==> src/rtl/ocu_pkg.sv <==
package ocu_pkg;
    typedef enum logic [1:0] {
        MC_PLAIN = 2'd0,
        MC_FAST  = 2'd1,
        MC_PHASE = 2'd2,
        MC_RSVD  = 2'd3
    } mode_e;

    typedef enum logic [1:0] {
        ACT_HOLD = 2'd0,
        ACT_CLR  = 2'd1,
        ACT_SET  = 2'd2,
        ACT_TOG  = 2'd3
    } act_e;

    typedef struct packed {
        logic wave;
        logic oe;
        logic flag;
    } chan_st_t;
endpackage

==> src/rtl/ocu_action_dec.sv <==
module ocu_action_dec
    import ocu_pkg::*;
(
    input  mode_e      mode_i,
    input  logic [1:0] com_i,
    input  logic       tog_ok_i,
    input  logic       match_i,
    input  logic       top_hit_i,
    input  logic       down_i,
    input  logic       force_i,
    output act_e       act_o,
    output logic       drive_o
);
    logic event_plain;

    always_comb begin
        event_plain = match_i | force_i;
        act_o       = ACT_HOLD;
        drive_o     = 1'b0;
        unique case (mode_i)
            MC_FAST: begin
                unique case (com_i)
                    2'b01: begin
                        drive_o = tog_ok_i;
                        if (tog_ok_i && match_i) act_o = ACT_TOG;
                    end
                    2'b10: begin
                        drive_o = 1'b1;
                        if (top_hit_i)    act_o = ACT_SET;
                        else if (match_i) act_o = ACT_CLR;
                    end
                    2'b11: begin
                        drive_o = 1'b1;
                        if (top_hit_i)    act_o = ACT_CLR;
                        else if (match_i) act_o = ACT_SET;
                    end
                    default: ;
                endcase
            end
            MC_PHASE: begin
                unique case (com_i)
                    2'b01: begin
                        drive_o = tog_ok_i;
                        if (tog_ok_i && match_i) act_o = ACT_TOG;
                    end
                    2'b10: begin
                        drive_o = 1'b1;
                        if (match_i) act_o = down_i ? ACT_SET : ACT_CLR;
                    end
                    2'b11: begin
                        drive_o = 1'b1;
                        if (match_i) act_o = down_i ? ACT_CLR : ACT_SET;
                    end
                    default: ;
                endcase
            end
            default: begin
                unique case (com_i)
                    2'b01: begin
                        drive_o = 1'b1;
                        if (event_plain) act_o = ACT_TOG;
                    end
                    2'b10: begin
                        drive_o = 1'b1;
                        if (event_plain) act_o = ACT_CLR;
                    end
                    2'b11: begin
                        drive_o = 1'b1;
                        if (event_plain) act_o = ACT_SET;
                    end
                    default: ;
                endcase
            end
        endcase
    end
endmodule

==> src/rtl/ocu_channel.sv <==
module ocu_channel
    import ocu_pkg::*;
#(
    parameter int CNT_W = 16,
    parameter bit IS_A  = 1'b1
) (
    input  logic             clk,
    input  logic             rst_n,
    input  mode_e            mode_i,
    input  logic             top_from_a_i,
    input  logic [CNT_W-1:0] cnt_i,
    input  logic             cnt_down_i,
    input  logic             top_hit_i,
    input  logic [1:0]       com_i,
    input  logic [CNT_W-1:0] cmp_i,
    input  logic             force_i,
    output logic             wave_o,
    output logic             oe_o,
    output logic             match_o
);
    chan_st_t st_d, st_q;
    act_e     act;
    logic     drive;
    logic     hit;
    logic     tog_ok;

    assign hit    = (cnt_i == cmp_i);
    assign tog_ok = IS_A && top_from_a_i;

    ocu_action_dec dec_i (
        .mode_i    (mode_i),
        .com_i     (com_i),
        .tog_ok_i  (tog_ok),
        .match_i   (hit),
        .top_hit_i (top_hit_i),
        .down_i    (cnt_down_i),
        .force_i   (force_i),
        .act_o     (act),
        .drive_o   (drive)
    );

    always_comb begin
        st_d      = st_q;
        st_d.flag = hit;
        st_d.oe   = drive;
        unique case (act)
            ACT_CLR: st_d.wave = 1'b0;
            ACT_SET: st_d.wave = 1'b1;
            ACT_TOG: st_d.wave = ~st_q.wave;
            default: ;
        endcase
    end

    always_ff @(posedge clk or negedge rst_n) begin
        if (!rst_n) st_q <= '0;
        else        st_q <= st_d;
    end

    assign wave_o  = st_q.wave;
    assign oe_o    = st_q.oe;
    assign match_o = st_q.flag;

    p_off_r2: assert property (@(posedge clk) disable iff (!rst_n)
        com_i == 2'b00 |=> !oe_o && $stable(wave_o));

    p_plain_clear_r3: assert property (@(posedge clk) disable iff (!rst_n)
        (mode_i == MC_PLAIN) && com_i == 2'b10 && cnt_i == cmp_i |=> !wave_o);

    p_force_no_flag_r4: assert property (@(posedge clk) disable iff (!rst_n)
        force_i && cnt_i != cmp_i |=> !match_o);

    p_fast_top_r6: assert property (@(posedge clk) disable iff (!rst_n)
        (mode_i == MC_FAST) && com_i[1] && top_hit_i |=> wave_o == !$past(com_i[0]));

    p_phase_dir_r7: assert property (@(posedge clk) disable iff (!rst_n)
        (mode_i == MC_PHASE) && com_i[1] && cnt_i == cmp_i
        |=> wave_o == ($past(cnt_down_i) ^ $past(com_i[0])));

    p_pwm_force_r10: assert property (@(posedge clk) disable iff (!rst_n)
        (mode_i == MC_FAST || mode_i == MC_PHASE) && force_i
        && cnt_i != cmp_i && !top_hit_i |=> $stable(wave_o));

    generate
        if (!IS_A) begin : g_b_checks
            p_b_no_toggle_r8: assert property (@(posedge clk) disable iff (!rst_n)
                (mode_i == MC_FAST || mode_i == MC_PHASE) && com_i == 2'b01
                |=> !oe_o && $stable(wave_o));
        end
    endgenerate
endmodule

==> src/rtl/ocu_wavegen.sv <==
module ocu_wavegen
    import ocu_pkg::*;
#(
    parameter int CNT_W = 16
) (
    input  logic             clk,
    input  logic             rst_n,
    input  logic [CNT_W-1:0] cnt_i,
    input  logic             cnt_down_i,
    input  logic             top_hit_i,
    input  logic [1:0]       mode_i,
    input  logic             top_from_a_i,
    input  logic [1:0]       com_a_i,
    input  logic [1:0]       com_b_i,
    input  logic [CNT_W-1:0] cmp_a_i,
    input  logic [CNT_W-1:0] cmp_b_i,
    input  logic             force_a_i,
    input  logic             force_b_i,
    output logic             wave_a_o,
    output logic             wave_b_o,
    output logic             oe_a_o,
    output logic             oe_b_o,
    output logic             match_a_o,
    output logic             match_b_o
);
    localparam int NCH = 2;

    mode_e            mode;
    logic [1:0]       com   [NCH];
    logic [CNT_W-1:0] cmp   [NCH];
    logic             frc   [NCH];
    logic             wave  [NCH];
    logic             oe    [NCH];
    logic             flag  [NCH];

    assign mode   = mode_e'(mode_i);
    assign com[0] = com_a_i;
    assign com[1] = com_b_i;
    assign cmp[0] = cmp_a_i;
    assign cmp[1] = cmp_b_i;
    assign frc[0] = force_a_i;
    assign frc[1] = force_b_i;

    generate
        for (genvar c = 0; c < NCH; c++) begin : g_ch
            ocu_channel #(
                .CNT_W (CNT_W),
                .IS_A  (c == 0)
            ) ch_i (
                .clk          (clk),
                .rst_n        (rst_n),
                .mode_i       (mode),
                .top_from_a_i (top_from_a_i),
                .cnt_i        (cnt_i),
                .cnt_down_i   (cnt_down_i),
                .top_hit_i    (top_hit_i),
                .com_i        (com[c]),
                .cmp_i        (cmp[c]),
                .force_i      (frc[c]),
                .wave_o       (wave[c]),
                .oe_o         (oe[c]),
                .match_o      (flag[c])
            );
        end
    endgenerate

    assign wave_a_o  = wave[0];
    assign wave_b_o  = wave[1];
    assign oe_a_o    = oe[0];
    assign oe_b_o    = oe[1];
    assign match_a_o = flag[0];
    assign match_b_o = flag[1];
endmodule

==> config.mk <==
export PLATFORM = sky130hd
export DESIGN_NAME = ocu_wavegen
export DESIGN_NICKNAME = d
export VERILOG_FILES = /design/src/rtl/ocu_pkg.sv /design/src/rtl/ocu_action_dec.sv /design/src/rtl/ocu_channel.sv /design/src/rtl/ocu_wavegen.sv
export SDC_FILE = /design/constraint.sdc
export NUM_CORES = 1
export LEC_CHECK = 0
export ABC_CLOCK_PERIOD_IN_PS = 800
export BUFFER_PORTS_ARGS = -buffer_cell sky130_fd_sc_hd__buf_2
export CAP_MARGIN = 15
export CORE_MARGIN = 2
export CORE_UTILIZATION = 38
export CTS_BUF_LIST = sky130_fd_sc_hd__clkbuf_8
export CTS_CLUSTER_SIZE = 28
export DETAILED_ROUTE_END_ITERATION = 10
export MAX_ROUTING_LAYER = met4
export PLACE_DENSITY = 0.9
export SYNTH_ARGS = -nofsm -noshare
export SYNTH_HDL_FRONTEND = slang
export SYNTH_HIERARCHICAL = 1
export SYNTH_SLANG_ARGS = --single-unit
==> constraint.sdc <==
create_clock -name clk -period 0.8 [get_ports clk]
set_clock_uncertainty 0.05 [all_clocks]
set_input_delay 0.16 -clock clk [delete_from_list [all_inputs] [get_ports clk]]
set_output_delay 0.16 -clock clk [all_outputs]
set_load 0.01 [all_outputs]
### After elaboration in Yosys (flattened, before gate mapping)

Cells that the tools add are included.

* add/subtract/negate cells: 0
* $mul: 0
* divide/modulo/power cells: 0
* order comparisons: 0
* equal/unequal tests: 16
* shift-type cells: 0
* muxes and demuxes: 37
* bitwise logic cells: 4
* reductions and logical operators: 8

Operators with widths (number)
* two-way mux 2 bit: 17
* equality test 16 bit: 2
* one-hot mux 2 bit (3 select lines): 4
* equality test 2 bit, second input constant: 9
* one-hot mux 2 bit (2 select lines): 4
* equality test 2 x 1 -> 1 bit, second input constant: 5
* two-way mux 1 bit: 9
* one-hot mux 1 bit (3 select lines): 2
* nonzero test 3 bit: 2
* OR reduction 2 bit: 3
* OR reduction 3 bit: 2
* NOT 1 bit: 2
* bitwise OR 1 bit: 2
* one-hot mux 1 bit (2 select lines): 1
* logical AND 1 bit: 1

* bits in registers: 6
* latch bits: 0
* memory bits (writable): 0
* bits in read-only memories: 0
* bits of input ports: 61
* output and inout port bits: 6
* word-level logic and storage cells: 71
* memories: 0

### Logic depth before layout (Yosys ltp)

Gate-level depths: netlist of run 1.

* word-level depth: 7
* mapped depth: 8
* mapped depth without buffers: 8

### By module

The synthesis of run 1 kept the hierarchy.

By module, submodules not included
* ocu_action_dec: times used 2, cells an instance 29, area an instance 196.4 sq um, sequential area each 0.0 sq um
* ocu_channel (g_ch[1].ch_i): times used 1, cells an instance 27, area an instance 265.3 sq um, sequential area each 75.1 sq um
* ocu_channel (g_ch[0].ch_i): times used 1, cells an instance 26, area an instance 261.5 sq um, sequential area each 75.1 sq um

### Worst setup path after synthesis of run 1

No wires, ideal clock.

* path type: in2reg
* from: input cmp_a_i[5]
* to: register g_ch[0].ch_i.st_q (netlist bit g_ch[0].ch_i/wave_o)
* setup time: 0.134 ns
* arrival: 1.308 ns
* data required time: 0.616 ns
* slack: -0.692 ns
* stages: 8
* path buffers: 0
* cell sequence: xnor2_1 > nand4_1 > nor4_2 > nand3b_1 > o21ai_0 > o21ai_1 > o41ai_1 > a21oi_1

* word-level cells in the longest chain between the ends: 7
* elaborated cells on any way between the ends: 22
* those cells by class: 4 x eq/ne; 15 x mux; 1 x bitwise; 2 x reduce/logical

Ends and longest elaborated chain
* start, declared: line ocu_wavegen.sv:15 `input logic [CNT_W-1:0] cmp_a_i,`
* equality test 16 bit *: line ocu_channel.sv:27 `assign hit = (cnt_i == cmp_i);`
* named net g_ch[0].ch_i.hit: line ocu_channel.sv:24 `logic hit;`
* bitwise OR 1 bit (tied with other cells): line ocu_action_dec.sv:17 `event_plain = match_i | force_i;`
* two-way mux 1 bit (tied with other cells): line ocu_action_dec.sv:65 `if (event_plain) act_o = ACT_CLR;`
* one-hot mux 2 bit (3 select lines) (on tied branches): line ocu_action_dec.sv:58, ocu_action_dec.sv:22, ocu_action_dec.sv:41
* one-hot mux 2 bit (2 select lines) *: line ocu_action_dec.sv:20 `unique case (mode_i)`
* named net g_ch[0].ch_i.act[0]: line ocu_channel.sv:22 `act_e act;`
* equality test 2 bit / equality test 2 x 1 -> 1 bit (equally long branches): line ocu_channel.sv:46 `unique case (act)`
* one-hot mux 1 bit (3 select lines) / nonzero test 3 bit (equally long branches)
* end signal, assigned: line ocu_channel.sv:56 `else st_q <= st_d;`
* end, declared: line ocu_channel.sv:21 `chan_st_t st_d, st_q;`

The timed path passes the listed nets; every way through them passes the cells marked *.
A chain may end at the register's enable or synchronous reset.

### Final worst setup path of run 1

* from: input cmp_b_i[5]
* to: register g_ch[1].ch_i.st_q (netlist bit g_ch[1].ch_i/wave_o)

* word-level cells in the longest chain between the ends: 7
* elaborated cells on any way between the ends: 20
* those cells by class: 4 x eq/ne; 14 x mux; 1 x bitwise; 1 x reduce/logical

Ends and longest elaborated chain
* start, declared: line ocu_wavegen.sv:16 `input logic [CNT_W-1:0] cmp_b_i,`
* equality test 16 bit *: line ocu_channel.sv:27
* named net g_ch[1].ch_i.hit: line ocu_channel.sv:24
* bitwise OR 1 bit / two-way mux 1 bit (equally long branches): line ocu_action_dec.sv:17, ocu_action_dec.sv:30
* two-way mux 1 bit (tied with other cells): line ocu_action_dec.sv:65
* one-hot mux 2 bit (3 select lines) / one-hot mux 2 bit (2 select lines) (equally long branches): line ocu_action_dec.sv:58, ocu_action_dec.sv:22
* one-hot mux 2 bit (2 select lines) *: line ocu_action_dec.sv:20
* named net g_ch[1].ch_i.act[0]: line ocu_channel.sv:22
* equality test 2 bit / equality test 2 x 1 -> 1 bit (equally long branches): line ocu_channel.sv:46
* one-hot mux 1 bit (3 select lines) / nonzero test 3 bit (equally long branches)
* end signal, assigned: line ocu_channel.sv:56
* end, declared: line ocu_channel.sv:21

Marked as above.

==> results of run 1 <==
cell usage after synthesis, drive strengths merged, types with 4 or more instances:
cell / instances
dfrtp: 6
nor2b: 4
nand4: 8
inv: 6
ha: 4
nand2: 4
nor3: 4
xnor2: 32
o21ai: 12
nand3b: 4
a21oi: 8
worst min-delay path, cell delays in order:
cell and delay [ns]:
buf_2 0.15, o21ai_2 0.06, nand2_1 0.05
layout make-up:
type | instances | area (um^2) | area share [%]
Multi-Input combinational cell | 103 | 937 | 53.8
Timing Repair Buffer | 82 | 552 | 31.7
Sequential cell | 6 | 150 | 8.63
Clock buffer | 3 | 41.3 | 2.37
Tap cell | 28 | 35.0 | 2.01
Inverter | 6 | 25.0 | 1.44
state kept, by name, indices dropped and copies added (netlist names):
signal / count
g_ch.ch_i/match_o: 2
g_ch.ch_i/wave_o: 2
g_ch.ch_i/oe_o: 2
stage by stage:
stage / setup WS [ns] / hold slack, ns
6_report: -0.797 / 0.195
5_1_grt: -0.936 / 0.232
4_1_cts: -0.659 / 0.185
3_5_place_dp: -0.962 / -0.0651
3_3_place_gp: -0.959 / -0.0659
2_1_floorplan: -0.628 / -0.186
routing by layer:
| metal | vias up | global-route usage [%] | wire length (um) |
|---|---|---|---|
| met2 | 79 | 43.8 | 1660 |
| met4 | 0 | 11.1 | 80 |
| li1 | 579 | - | - |
| met1 | 550 | 24.3 | 1130 |
| met5 | - | - | 0 |
| met3 | 10 | 2.26 | 251 |
repair_timing:
item / 4_1_cts / 5_1_grt
setup buffers: 5 / 2
setup endpoints to repair: 11 / 12
pin swaps: 27 / 13
hold buffers: 1 / 0
gates resized for setup: 20 / 18
hold endpoints to repair: 6 / 0
cells by family after synthesis:
logic type,count (synthesis)
AO/OA/AOI/OAI,26
multiplexers,2
other,1
XOR/XNOR,32
adder cells (fa/ha/maj),4
flip-flops,6
buffers and inverters,6
AND/OR/NAND/NOR,34
power by group through the flow:
stage	logic (mW)	clock network (mW)	registers (mW)
after floorplan	0.352	0	0.398
after global placement	0.714	0	0.377
after detailed placement	0.731	0	0.379
after CTS	0.871	0.449	0.364
after global routing	1.02	0.462	0.371
final	0.936	0.439	0.365
worst max-delay path by stage:
stage	from	endpoint	slack (ns)	depth (start not counted)
2_1_floorplan	cmp_a_i[8]	g_ch[0].ch_i/wave_o	-0.63	8
3_3_place_gp	cmp_a_i[7]	g_ch[0].ch_i/wave_o	-0.96	9
3_5_place_dp	cnt_i[13]	g_ch[0].ch_i/wave_o	-0.96	9
4_1_cts	cnt_i[6]	g_ch[1].ch_i/wave_o	-0.66	9
5_1_grt	cmp_b_i[5]	g_ch[1].ch_i/wave_o	-0.94	9
6_report	cmp_b_i[5]	g_ch[1].ch_i/wave_o	-0.80	9
==> flow_metrics.py, run 1 <==
metrics = {
    "power_and_ir_drop": {
        "power_mw": 1.74,
        "pwr-share-clk_pct": 25.2,
        "power.density_mw_per_mm2": 1000,
        "intPower_mw": 1.19,
        "switching_power_uw": 546,
        "p_leak_nw": 0.822,
        "peakVddDrop_v": 0.00105,
        "pwr-share-seq_pct": 21.0,
        "p_sw_share_pct": 31.4,
        "pwr-share-comb_pct": 53.8,
    },
    "synth": {
        "synth-seq-cells": 6,
        "synth_compound_area_share_pct": 16.6,
        "synthMuxAreaShare_pct": 2.18,
        "synth-edff-count": 0,
        "synthXorXnorAreaFrac_pct": 30.5,
        "synth_top_family_by_area": "XOR/XNOR gates",
        "synth-seq-area-share_pct": 16.3,
        "synth_fa_ha_area_share_pct": 5.44,
        "async_reset_ff_share_pct": 100,
        "synth_top_area_share_pct": 30.5,
        "yosys.area_share.simple_pct": 26.1,
        "synth.cell_area_um2": 920,
        "syn-instance-count": 111,
        "avgSynthCellArea_um2": 8.28,
        "synth_ff_type": "dfrtp_1",
        "synth_cell_types": 24,
        "yosysTopAreaCell": "xnor2_1",
        "yosysWarningCount": 6,
        "synth_area_leaders": "xnor2_1 30%, dfrtp_1 16%, ha_1 5.4%, nand4_1 5.4%, a21oi_1 4.4%",
    },
    "cts": {
        "clock_latency_ns": 0.22,
        "cts_max_level": 1,
        "cts_inserted_buffers": 3,
        "cts-root-buf": "clkbuf_8",
        "cts.sinks": 6,
        "clkTransAtPathRegs_ns": 0.03,
        "cts_tree": "done",
        "clockBufferDepth": 2,
    },
    "routing": {
        "via_per_inst": 5.34,
        "vias": 1218,
        "drc_errors": 0,
        "drtIter0Drc": 40,
        "antenna_left": 0,
        "post_drt_wl_per_cell_um": 13.7,
        "drtPass1Iterations": 4,
        "drt-total-wl_um": 3110,
    },
    "placed_design": {
        "placed_area_mm2": 0.00146,
        "gp_congestion": 0.907,
        "place_inst": 219,
        "dp_hpwl_um": 2250,
        "portBuffers": 66,
    },
    "global_route": {
        "grt_pass1_vias": 1195,
        "antenna_found_initial": 0,
        "grt_use_total_pct": 23.3,
        "grt_max_degree": 9,
        "grt_pass1_wl_um": 4730,
        "grt_overflow": 0,
    },
    "worst_setup_path": {
        "critical_path.cell_chain": "buf_2 > xnor2_1 > nand4_1 > nor4_4 > nand3b_1 > o21ai_1 > o21ai_1 > o41ai_2 > a21oi_1",
        "cp-end-kind": "flop",
        "critPathLaunchType": "input port",
        "worst_path_dominant_cell_family": "simple AND/OR/NAND/NOR gates",
        "reg2reg_depth": 3,
        "critPathKind": "in2reg",
        "rrSetupSlack_ns": -0.03,
        "cp_max_fo": 4,
        "arrival_ns": 1.64,
        "slowest_stage": "nor4_4",
        "crit_buf_inv": 1,
        "r2r_end": "g_ch[0].ch_i/wave_o",
        "cpPeakStageDelay_ns": 0.38,
        "crit_top_cell": "o21ai_1",
        "r2r-start": "g_ch[0].ch_i/wave_o",
        "crit_required_ns": 0.84,
    },
    "timing": {
        "period_share_pct": 200,
        "rsz0062_at_grt": "true",
        "setup_viol": 10,
        "tns_ns": -2.80,
        "fin_ws_ns": -0.797,
        "final_max_slew_viol_count": 0,
        "period_minus_slack_ns": 1.60,
        "hold_viol": 0,
        "fmax_mhz": 626,
    },
    "min_path": {
        "hold_class": "in2reg",
        "min_from": "com_a_i[0]",
        "hold_end": "g_ch[0].ch_i/oe_o",
        "hold_depth": 3,
    },
    "finish": {
        "fin_area_mm2": 0.00174,
        "fin_util_pct": 77.2,
        "mostFrequentLayoutCell": "buf_2",
        "fin_nets": 267,
        "syn2layout_area_growth_pct": 89.3,
        "drive_gt1_share_pct": 56.5,
        "fill_cells": 168,
        "stdcell_count": 228,
        "mostFrequentLayoutCells": "54 x buf_2, 19 x xnor2_1, 13 x buf_4",
        "antenna_cells": 0,
    },
    "floorplan": {
        "num_rows": 17,
        "die_h_um": 53.2,
        "die_x_um": 53.2,
        "core-area_mm2": 0.00225,
        "ios": 67,
        "die_area_mm2": 0.00283,
        "start_util_pct": 40.8,
    },
    "job": {
        "cap_violations": 0,
    },
    "outcome": {
        "violations": "negative setup slack",
        "status": "finished with violations",
    },
}
(Power assumes the default switching activity.)
==> run 2: changes to the inputs <==
==> constraint.sdc (replaced) <==
create_clock -name clk -period 0.8 [get_ports clk]
set_clock_uncertainty 0.05 [all_clocks]
set_input_delay 0.08 -clock clk [delete_from_list [all_inputs] [get_ports clk]]
set_output_delay 0.08 -clock clk [all_outputs]
set_load 0.01 [all_outputs]
==> flow_metrics.py, run 2 (synthesized netlist as in run 1, its figures left out) <==
metrics = {
    "outcome": {
        "status": "finished with violations",
        "violations": "negative setup slack",
    },
    "routing": {
        "antenna_left": 0,
        "post_drt_wl_per_cell_um": 15.9,
        "via_per_inst": 5.41,
        "vias": 1223,
        "drtPass1Iterations": 5,
        "drc_errors": 0,
        "drt-total-wl_um": 3600,
        "drtIter0Drc": 21,
    },
    "timing": {
        "rsz0062_at_grt": "true",
        "fmax_mhz": 626,
        "fin_ws_ns": -0.797,
        "hold_ws_ns": 0.148,
        "final_max_slew_viol_count": 0,
        "period_share_pct": 200,
        "setup_viol": 10,
        "period_minus_slack_ns": 1.60,
        "hold_viol": 0,
    },
    "worst_setup_path": {
        "critical_path.cell_chain": "buf_6 > xnor2_1 > nand4_1 > nor4_4 > nand3b_1 > o21ai_1 > o21ai_1 > o41ai_2 > a21oi_1",
        "r2r-start": "g_ch[0].ch_i/wave_o",
        "rrSetupSlack_ns": 0,
        "crit_required_ns": 0.83,
        "critPathLaunchType": "input port",
        "r2r_end": "g_ch[0].ch_i/wave_o",
        "critPathKind": "in2reg",
        "crit_top_cell": "o21ai_1",
        "crit_buf_inv": 1,
        "cp-end-kind": "flop",
        "cp_max_fo": 4,
        "reg2reg_depth": 3,
        "worst_path_dominant_cell_family": "simple AND/OR/NAND/NOR gates",
        "cpPeakStageDelay_ns": 0.43,
        "arrival_ns": 1.63,
        "slowest_stage": "nor4_4",
    },
    "cts": {
        "clock_latency_ns": 0.21,
        "cts_max_level": 1,
        "cts.sinks": 6,
        "clkTransAtPathRegs_ns": 0.03,
        "clockBufferDepth": 2,
        "cts_inserted_buffers": 3,
        "cts-root-buf": "clkbuf_8",
        "cts_tree": "done",
    },
    "min_path": {
        "hold_depth": 3,
        "hold_class": "in2reg",
        "hold_end": "g_ch[0].ch_i/oe_o",
        "min_from": "com_a_i[1]",
    },
    "global_route": {
        "grt_max_degree": 9,
        "grt_pass1_wl_um": 4690,
        "grt_overflow": 0,
        "antenna_found_initial": 0,
        "grt_use_total_pct": 22.9,
        "grt_pass1_vias": 1165,
    },
    "power_and_ir_drop": {
        "power.density_mw_per_mm2": 998,
        "p_leak_nw": 0.831,
        "power_mw": 1.74,
        "peakVddDrop_v": 0.000901,
    },
    "placed_design": {
        "gp_congestion": 0.897,
        "placed_area_mm2": 0.00146,
        "portBuffers": 66,
        "dp_hpwl_um": 2520,
    },
    "finish": {
        "antenna_cells": 0,
        "fin_area_mm2": 0.00174,
        "syn2layout_area_growth_pct": 89.3,
        "drive_gt1_share_pct": 55.6,
        "fin_nets": 265,
        "mostFrequentLayoutCell": "buf_2",
        "mostFrequentLayoutCells": "52 x buf_2, 16 x xnor2_1, 15 x xnor2_2",
    },
    "floorplan": {
        "start_util_pct": 40.8,
        "die_h_um": 53.2,
        "num_rows": 17,
        "die_area_mm2": 0.00283,
        "ios": 67,
        "die_x_um": 53.2,
        "core-area_mm2": 0.00225,
    },
    "job": {
        "cap_violations": 0,
    },
}
run 2: cell count changes in the layout (fill, tap and decap cells not counted), sizes merged:
cell / before / now
buf: 81 / 79
run 2: worst max path at each step:
stage | start | to | slack, ns | cells after the start
final | cnt_i[13] | g_ch[1].ch_i/wave_o | -0.80 | 9
after floorplan | cmp_a_i[8] | g_ch[0].ch_i/wave_o | -0.55 | 8
after CTS | cnt_i[9] | g_ch[1].ch_i/wave_o | -0.61 | 9
after global placement | cnt_i[7] | g_ch[1].ch_i/wave_o | -0.87 | 9
after global routing | cmp_a_i[13] | g_ch[0].ch_i/wave_o | -0.81 | 10
after detailed placement | cnt_i[11] | g_ch[1].ch_i/wave_o | -0.90 | 9
run 2: area by class of cell:
| cell class | instances | area [um^2] |
|---|---|---|
| clock buffer | 3 | 41.3 |
| fill | 171 | 514 |
| inverter | 6 | 22.5 |
| multi-input combinational | 103 | 947 |
| sequential | 6 | 150 |
| tap | 28 | 35.0 |
| timing repair buffer | 80 | 544 |
run 2: what timing repair did:
action,4_1_cts,5_1_grt
endpoints found under the hold margin,6,0
buffers inserted,4,2
hold buffers,1,0
resized for setup,24,22
pin swaps,19,18
endpoints found under the setup margin,10,11
run 2: per-stage QoR:
step	setup slack [ns]	cells	util [%]	setup TNS, ns
2_1_floorplan	-0.548	115	-	-1.22
3_3_place_gp	-0.870	219	64.9	-2.63
3_5_place_dp	-0.900	219	64.9	-2.84
4_1_cts	-0.614	226	72.8	-1.79
5_1_grt	-0.808	226	77.2	-2.50
6_report	-0.797	226	77.2	-2.22
run 2: metal layers:
layer | vias to the layer above | track usage, % | part of all wire, %
li1 | 573 | - | -
met1 | 562 | 24.2 | 36
met2 | 76 | 44.4 | 53
met3 | 12 | 2.82 | 8.1
met4 | 0 | 5.98 | 3.5
met5 | - | - | 0
run 2: power breakdown:
group	switching, mW	total [mW]	internal [mW]
Combinational	0.420	0.944	0.523
Sequential	0.0160	0.363	0.347
Clock	0.108	0.429	0.321
Total	0.544	1.74	1.19
run 2: worst reg2reg max path, stage by stage, from the launching register on:
cell and delay (ns):
dfrtp_1 0.36, buf_4 0.14, nor2_1 0.07, a21oi_1 0.05
==> run 3: changes to the inputs <==
Settings changed: CTS_BUF_LIST sky130_fd_sc_hd__clkbuf_8 to sky130_fd_sc_hd__clkbuf_4.
==> flow_metrics.py, run 3 (synthesized netlist as in run 1, its figures left out) <==
metrics = {
    "worst_setup_path": {
        "crit_top_cell": "o21ai_1",
        "critical_path.cell_chain": "buf_6 > xnor2_1 > nand4_1 > nor4_4 > nand3b_1 > o21ai_1 > o21ai_1 > o41ai_2 > a21oi_1",
        "crit_required_ns": 0.85,
        "cpPeakStageDelay_ns": 0.43,
        "critPathLaunchType": "input port",
        "cp-end-kind": "flop",
        "arrival_ns": 1.63,
        "cp_max_fo": 4,
        "r2r_end": "g_ch[0].ch_i/wave_o",
        "slowest_stage": "nor4_4",
        "rrSetupSlack_ns": 0,
        "critPathKind": "in2reg",
        "reg2reg_depth": 3,
        "r2r-start": "g_ch[0].ch_i/wave_o",
    },
    "timing": {
        "setup_viol": 10,
        "fmax_mhz": 633,
        "period_minus_slack_ns": 1.58,
        "rsz0062_at_grt": "true",
        "fin_ws_ns": -0.779,
        "final_max_slew_viol_count": 0,
        "hold_viol": 0,
        "period_share_pct": 197,
        "hold_ws_ns": 0.133,
    },
    "min_path": {
        "min_from": "com_a_i[1]",
        "hold_depth": 3,
        "hold_end": "g_ch[0].ch_i/oe_o",
        "hold_class": "in2reg",
    },
    "global_route": {
        "grt_max_degree": 9,
        "grt_pass1_vias": 1163,
        "grt_use_total_pct": 22.8,
        "grt_pass1_wl_um": 4670,
        "antenna_found_initial": 0,
        "grt_overflow": 0,
    },
    "floorplan": {
        "ios": 67,
        "die_x_um": 53.2,
        "core-area_mm2": 0.00225,
        "start_util_pct": 40.8,
        "die_area_mm2": 0.00283,
        "num_rows": 17,
        "die_h_um": 53.2,
    },
    "finish": {
        "fill_cells": 170,
        "antenna_cells": 0,
        "fin_nets": 265,
        "drive_gt1_share_pct": 55.6,
        "mostFrequentLayoutCell": "buf_2",
        "fin_area_mm2": 0.00172,
        "syn2layout_area_growth_pct": 87.2,
        "mostFrequentLayoutCells": "52 x buf_2, 16 x xnor2_1, 15 x xnor2_2",
    },
    "cts": {
        "clkTransAtPathRegs_ns": 0.04,
        "cts_max_level": 1,
        "cts-root-buf": "clkbuf_4",
        "clockBufferDepth": 2,
        "cts_tree": "done",
        "cts.sinks": 6,
        "clock_latency_ns": 0.23,
        "cts_inserted_buffers": 3,
    },
    "outcome": {
        "violations": "negative setup slack",
        "status": "finished with violations",
    },
    "routing": {
        "drtPass1Iterations": 4,
        "drt-total-wl_um": 3590,
        "drc_errors": 0,
        "post_drt_wl_per_cell_um": 15.9,
        "vias": 1228,
        "antenna_left": 0,
        "via_per_inst": 5.43,
        "drtIter0Drc": 24,
    },
    "power_and_ir_drop": {
        "power.density_mw_per_mm2": 909,
        "p_leak_nw": 0.824,
        "peakVddDrop_v": 0.000767,
    },
    "placed_design": {
        "portBuffers": 66,
        "gp_congestion": 0.897,
        "pre_cts_ws_ns": -0.900,
        "dp_hpwl_um": 2520,
        "placed_area_mm2": 0.00146,
    },
    "job": {
        "cap_violations": 0,
    },
}
[run 3: cell counts in the layout (fill, tap and decap cells not counted)]
No cell type changed its count.
[run 3: worst max-delay path, delay by kind of cell]
family                    cells  cell delay, ns
xor gates and xnor gates      1            0.17
AOI/OAI and AO/OA             4            0.46
and+or+nand+nor               3            0.82
buffers and inverters         1            0.10
[run 3: power breakdown]
| group | leakage, nW | internal (mW) | total (mW) | switching (mW) |
|---|---|---|---|---|
| sequential | 0.0705 | 0.347 | 0.363 | 0.0162 |
| clock | 0.0138 | 0.168 | 0.257 | 0.0890 |
| combinational | 0.739 | 0.524 | 0.945 | 0.422 |
[run 3: layout make-up]
class / count / area [um^2] / area share (%)
multi-input cells: 103 / 947 / 55.0
repair buffers: 80 / 544 / 31.6
flip-flops and latches: 6 / 150 / 8.72
well taps: 28 / 35.0 / 2.03
clock buffers: 3 / 22.5 / 1.31
inverters: 6 / 22.5 / 1.31
[run 3: how the worst max path moves through the flow]
stage,from,to,slack [ns],depth (start not counted)
CTS,cnt_i[9],g_ch[1].ch_i/wave_o,-0.59,9
finish,cnt_i[13],g_ch[1].ch_i/wave_o,-0.78,9
floorplan,cmp_a_i[8],g_ch[0].ch_i/wave_o,-0.55,8
global placement,cnt_i[7],g_ch[1].ch_i/wave_o,-0.87,9
detailed placement,cnt_i[11],g_ch[1].ch_i/wave_o,-0.90,9
global route,cmp_a_i[13],g_ch[0].ch_i/wave_o,-0.79,10
[run 3: stage by stage]
stage / setup TNS, ns / std cells / util [%] / power (mW)
after CTS: -1.84 / 226 / 71.9 / 1.49
after global routing: -2.55 / 226 / 76.4 / 1.65
after global placement: -2.63 / 219 / 64.9 / 1.09
after detailed placement: -2.84 / 219 / 64.9 / 1.11
final: -2.29 / 226 / 76.4 / 1.57
after floorplan: -1.22 / 115 / - / 0.748
[run 3: what timing repair did]
action	in CTS	in global routing
pin swaps	19	18
resized for setup	24	22
buffers inserted	4	2
endpoints found under the hold margin	6	0
endpoints found under the setup margin	10	11
hold buffers	1	0
[run 3: layer usage]
metal  wire length [um]  track usage, %  vias to the layer above
met5                  0               -                        -
met4                127            5.98                        0
met3                303            2.82                       12
met2               1900            44.4                       84
met1               1260            24.1                      556
li1                   -               -                      576
